--- config.mk ---
export PLATFORM = sky130hd
export DESIGN_NAME = bom_receiver
export DESIGN_NICKNAME = d
export VERILOG_FILES = /design/src/rtl/bom_pkg.sv /design/src/rtl/bom_framer.sv /design/src/rtl/bom_history.sv /design/src/rtl/bom_declare.sv /design/src/rtl/bom_receiver.sv
export SDC_FILE = /design/constraint.sdc
export NUM_CORES = 1
export LEC_CHECK = 0
export BUFFER_PORTS_ARGS = -buffer_cell sky130_fd_sc_hd__buf_2
export CAP_MARGIN = 10
export CORE_UTILIZATION = 45
export CTS_CLUSTER_DIAMETER = 120
export DETAILED_ROUTE_END_ITERATION = 10
export PLACE_DENSITY_LB_ADDON = 0.05
export SKIP_LAST_GASP = 1
export SYNTH_ARGS = -nofsm -noshare
export SYNTH_HDL_FRONTEND = slang
export SYNTH_HIERARCHICAL = 1
export SYNTH_SLANG_ARGS = --single-unit
--- constraint.sdc ---
create_clock -name clk -period 15.3 [get_ports clk]
set_clock_uncertainty 0.15 [all_clocks]
set_input_delay 0.765 -clock clk [delete_from_list [all_inputs] [get_ports clk]]
set_output_delay 0.765 -clock clk [all_outputs]
set_load 0.01 [all_outputs]
--- src/rtl/bom_pkg.sv ---
package bom_pkg;
  localparam int BOM_MSG_W   = 6;
  localparam int BOM_LEAD_W  = 8;
  localparam int BOM_FRAME_W = BOM_LEAD_W + 1 + BOM_MSG_W + 1;

  typedef enum logic {VOTE_SHORT = 1'b0, VOTE_LONG = 1'b1} vote_mode_e;

  // a window of the stream holds a frame when the lead run, separator and tail line up
  function automatic logic frame_ok(input logic [BOM_FRAME_W-1:0] w);
    return (w[BOM_FRAME_W-1 -: BOM_LEAD_W] == {BOM_LEAD_W{1'b1}}) &&
           (w[BOM_MSG_W+1] == 1'b0) && (w[0] == 1'b0);
  endfunction

  function automatic logic [BOM_MSG_W-1:0] frame_msg(input logic [BOM_FRAME_W-1:0] w);
    return w[BOM_MSG_W:1];
  endfunction
endpackage

--- src/rtl/bom_framer.sv ---
module bom_framer
  import bom_pkg::*;
(
  input  logic                 clk,
  input  logic                 rst_n,
  input  logic                 dl_bit,
  input  logic                 dl_valid,
  input  logic                 esf_en,
  output logic                 pat_stb,
  output logic [BOM_MSG_W-1:0] pat_msg
);
  logic [BOM_FRAME_W-1:0] sr;
  logic [BOM_FRAME_W-1:0] sr_nx;
  logic                   take;
  logic                   hit;

  assign sr_nx = {sr[BOM_FRAME_W-2:0], dl_bit};
  assign take  = dl_valid & esf_en;
  assign hit   = take & frame_ok(sr_nx);

  always_ff @(posedge clk or negedge rst_n) begin
    if (!rst_n) begin
      sr      <= '0;
      pat_stb <= 1'b0;
      pat_msg <= '0;
    end else begin
      pat_stb <= hit;
      if (!esf_en || hit) sr <= '0;   // the next frame needs a full set of new bits
      else if (take)      sr <= sr_nx;
      if (hit) pat_msg <= frame_msg(sr_nx);
    end
  end
endmodule

--- src/rtl/bom_history.sv ---
module bom_history #(
  parameter  int MSG_W      = 6,
  parameter  int DEPTH      = 10,
  parameter  int SHORT_WIN  = 5,
  parameter  int SHORT_NEED = 4,
  parameter  int LONG_WIN   = 10,
  parameter  int LONG_NEED  = 8,
  localparam int CNT_W      = $clog2(DEPTH + 1)
) (
  input  logic             clk,
  input  logic             rst_n,
  input  logic             pat_stb,
  input  logic [MSG_W-1:0] pat_msg,
  input  logic             vote_mode,
  output logic             upd,
  output logic [MSG_W-1:0] newest,
  output logic [CNT_W-1:0] votes,
  output logic             quorum
);
  logic [MSG_W-1:0] hist [DEPTH];
  logic [CNT_W-1:0] fill;
  logic [CNT_W-1:0] win;
  logic [CNT_W-1:0] need;
  logic [DEPTH-1:0] agree;

  always_ff @(posedge clk or negedge rst_n) begin
    if (!rst_n) begin
      for (int i = 0; i < DEPTH; i++) hist[i] <= '0;
      fill <= '0;
      upd  <= 1'b0;
    end else begin
      upd <= pat_stb;
      if (pat_stb) begin
        hist[0] <= pat_msg;
        for (int i = 1; i < DEPTH; i++) hist[i] <= hist[i-1];
        if (fill != CNT_W'(DEPTH)) fill <= fill + 1'b1;
      end
    end
  end

  assign win  = (vote_mode == bom_pkg::VOTE_LONG) ? CNT_W'(LONG_WIN)  : CNT_W'(SHORT_WIN);
  assign need = (vote_mode == bom_pkg::VOTE_LONG) ? CNT_W'(LONG_NEED) : CNT_W'(SHORT_NEED);

  for (genvar g = 0; g < DEPTH; g++) begin : g_agree
    assign agree[g] = (CNT_W'(g) < fill) && (CNT_W'(g) < win) && (hist[g] == hist[0]);
  end

  always_comb begin
    votes = '0;
    for (int i = 0; i < DEPTH; i++) votes = votes + CNT_W'(agree[i]);
  end

  assign quorum = (votes >= need);
  assign newest = hist[0];
endmodule

--- src/rtl/bom_declare.sv ---
module bom_declare #(
  parameter int MSG_W = 6
) (
  input  logic             clk,
  input  logic             rst_n,
  input  logic             upd,
  input  logic [MSG_W-1:0] newest,
  input  logic             quorum,
  input  logic             esf_en,
  input  logic             irq_clr,
  output logic             decl,
  output logic [MSG_W-1:0] code,
  output logic             flag,
  output logic             had_decl
);
  // the code register doubles as the record of the last accepted message
  assign decl = upd & quorum & esf_en & (~had_decl | (newest != code));

  always_ff @(posedge clk or negedge rst_n) begin
    if (!rst_n) begin
      code     <= '0;
      flag     <= 1'b0;
      had_decl <= 1'b0;
    end else begin
      if (decl) begin
        code     <= newest;
        had_decl <= 1'b1;
      end
      if (decl)         flag <= 1'b1;
      else if (irq_clr) flag <= 1'b0;
    end
  end
endmodule

--- src/rtl/bom_receiver.sv ---
module bom_receiver
  import bom_pkg::*;
#(
  parameter int DEPTH      = 10,
  parameter int SHORT_WIN  = 5,
  parameter int SHORT_NEED = 4,
  parameter int LONG_WIN   = 10,
  parameter int LONG_NEED  = 8
) (
  input  logic                 clk,
  input  logic                 rst_n,
  input  logic                 dl_bit,
  input  logic                 dl_valid,
  input  logic                 esf_en,
  input  logic                 vote_mode,
  input  logic                 irq_en,
  input  logic                 irq_clr,
  output logic [BOM_MSG_W-1:0] code,
  output logic                 code_flag,
  output logic                 irq
);
  localparam int CNT_W = $clog2(DEPTH + 1);

  logic                 pat_stb;
  logic [BOM_MSG_W-1:0] pat_msg;
  logic                 upd;
  logic [BOM_MSG_W-1:0] newest;
  logic [CNT_W-1:0]     votes;
  logic                 quorum;
  logic                 decl;
  logic                 had_decl;

  bom_framer u_framer (
    .clk(clk), .rst_n(rst_n), .dl_bit(dl_bit), .dl_valid(dl_valid),
    .esf_en(esf_en), .pat_stb(pat_stb), .pat_msg(pat_msg)
  );

  bom_history #(
    .MSG_W(BOM_MSG_W), .DEPTH(DEPTH), .SHORT_WIN(SHORT_WIN), .SHORT_NEED(SHORT_NEED),
    .LONG_WIN(LONG_WIN), .LONG_NEED(LONG_NEED)
  ) u_history (
    .clk(clk), .rst_n(rst_n), .pat_stb(pat_stb), .pat_msg(pat_msg),
    .vote_mode(vote_mode), .upd(upd), .newest(newest), .votes(votes), .quorum(quorum)
  );

  bom_declare #(.MSG_W(BOM_MSG_W)) u_declare (
    .clk(clk), .rst_n(rst_n), .upd(upd), .newest(newest), .quorum(quorum),
    .esf_en(esf_en), .irq_clr(irq_clr), .decl(decl), .code(code),
    .flag(code_flag), .had_decl(had_decl)
  );

  assign irq = code_flag & irq_en;
endmodule

==> metrics.md <==
| Metric | Value |
|---|---|
| Status | completed |
| Arrival @ worst endpoint | 5.31 ns |
| Worst endpoint required time | 15.40 ns |
| First-pass GRT wire length | 14450 um |
| Setup TNS | 0 ns |
| Family with the most delay on the worst path | adder cells |
| Layout cells sized above 1 | 31.68% |
| Mapped Nets | 374 |
| Largest net degree at the start of global routing | 66 |
| R2r setup slk | 10.10 ns |
| Register-to-Register Path Depth | 16 |
| Worst min path class | primary input to async pin |
| Leak | 2.504 nW |
| Initial DRC count | 65 |
| Io pins | 16 |
| Min cycle time layout | 5.204 ns |
| FP Rows | 36 |
| H-tree depth | 3 |
| Wire length per cell | 17.33 um |
| Core area | 0.009955 mm^2 |
| GRT Residual Overflow | 0 |
| Area growth from synthesis to layout | 6.180% |
| GP Congestion | 0.7706 |
| Max VDD drop | 0.00004493 V |
| CTS sink cnt | 95 |
| Layout Utilization | 50.10% |
| Via density | 5.339 |
| Terminus of the critical flop-to-flop path | u_declare/code[2] |
| Antenna violations before repair | 0 |
| Worst-path clk slew | 0.10 ns |
| Fin. max-slew vios | 0 |
| Detailed-route via count | 2648 |
| Routed wire length | 8595 um |
| Crit share post-route | 34.01% |
| Drt drc | 0 |
| Clk Latency, worst-skew pair | 0.37 ns |
| PwrDens | 83.25 mW/mm^2 |
| Worst stage delay on the critical path | 0.70 ns |
| Root Buffer | clkbuf_8 |
| DP Wirelength | 5910 um |
| Final Hold Vio Count | 0 |
| RR Startpoint | u_history/newest[5] |
| Mapped Cells | 353 |
| Cts-stage hold buffer count | 0 |
| Final setup fails | 0 |
| Worst setup path class | flip-flop to flip-flop |
| FMAX | 192.2 MHz |
| Syn. warnings | 6 |
| RSZ-0062 raised after global routing | no |
| Syn_area_per_cell | 13.31 um^2 |
| Total track usage | 17.35% |
| CTS Buffer Depth | 2 |
| Max Cap Violations | 0 |
| Antenna-violating nets left | 0 |
| Die Y-Extent | 104.2 um |
| Least-Margin Pin Slew | 0.8378 ns |
| Most common cell after layout, fill and taps aside | dfrtp_1 |
| Number of port buffers | 15 |
| Initial DRT Pass Iterations | 4 |
| Vias in the first global route | 2701 |
| CP Capture Type | flip-flop |
| Post-CTS setup buffer count | 0 |
| Final Instance Area | 0.004987 mm^2 |
| CP max stage cell | dfrtp_1 |
| Hold_ws | 0.2319 ns |
| Crit path cell chain | xor2_1 -> a2111oi_2 -> nand4_1 -> fa_1 -> fa_1 -> inv_1 -> fa_1 -> ha_1 -> fa_1 -> xnor2_1 -> ha_1 -> inv_1 -> o31ai_1 -> a21o_1 -> nand3_2 -> mux2_2 |
| CTS resizes | 0 |
| Most used cell, CP | fa_1 |
| Die Footprint | 0.01085 mm^2 |
| Layout net count | 379 |
| Critical Path Source Type | flip-flop |
| CTS Buf Count | 9 |
| Mapped Area | 0.004697 mm^2 |
| Crit Path Max Fanout | 13 |
| Area after DPL | 0.004806 mm^2 |
| Slew headroom | 44.15% |
| WP buf/inv | 2 |
| Ant diodes | 0 |
| TritonCTS clock tree | yes |
| DIE WIDTH | 104.2 um |
| Commonest cells after routing, fill and taps aside | dfrtp_1 (94), mux2_2 (73), xnor2_1 (40) |
| Initial Util | 47.18% |
## through the flow
| stage | worst slack, ns | instances | total power (W) |
|---|---|---|---|
| final | 10.10 | 496 | 0.0004152 |
| after detailed placement | 10.06 | 480 | 0.0002665 |
| after floorplan | 10.50 | 353 | 0.0002595 |
| after CTS | 10.02 | 496 | 0.0004232 |
| after global routing | 9.741 | 496 | 0.0004347 |
| after global placement | 10.12 | 480 | 0.0002665 |
## state kept, by name, indices dropped and copies added, names as in the netlist
register	count
u_history/hist	54
u_history/upd	1
u_framer/sr	15
u_framer/pat_stb	1
u_declare/flag	1
u_declare/had_decl	1
u_declare/code	6
u_history/newest	6
u_history/fill	4
u_framer/pat_msg	6
## power breakdown
| group | switching (W) | internal (W) | total (W) |
|---|---|---|---|
| registers | 0.000000321 | 0.000251 | 0.000251 |
| clock network | 0.0000891 | 0.0000650 | 0.000154 |
| logic | 0.00000741 | 0.00000216 | 0.00000957 |
## layout make-up
type                            instances  area (um^2)
Fill cell                             906         4967
Tap cell                              133        166.4
Timing Repair Buffer                   17        92.59
Sequential cell                        95         2379
Clock inverter                          5        40.04
Clock buffer                           11        141.4
Multi-Input combinational cell        226         2135
Inverter                                9        33.78
## worst max path at each step
| stage | from | endpoint | slack, ns | cells past startpoint |
|---|---|---|---|---|
| 3_5_place_dp | u_history/newest[1] | u_declare/code[2] | 10.06 | 16 |
| 4_1_cts | u_history/newest[1] | u_declare/code[2] | 10.02 | 16 |
| 3_3_place_gp | u_history/newest[1] | u_declare/code[3] | 10.12 | 16 |
| 6_report | u_history/newest[5] | u_declare/code[2] | 10.10 | 16 |
| 5_1_grt | u_history/newest[5] | u_declare/code[0] | 9.74 | 16 |
| 2_1_floorplan | u_history/newest[1] | u_declare/code[0] | 10.50 | 17 |
## metal layers
metal / vias to the layer above / track usage [%] / share of wire (%)
li1: 1235 / - / -
met1: 1357 / 23.94 / 47
met2: 41 / 26.76 / 47
met3: 15 / 3.697 / 3.8
met4: 0 / 6.735 / 2.0
met5: - / 0 / 0
Power figures use the tool's default switching activity.
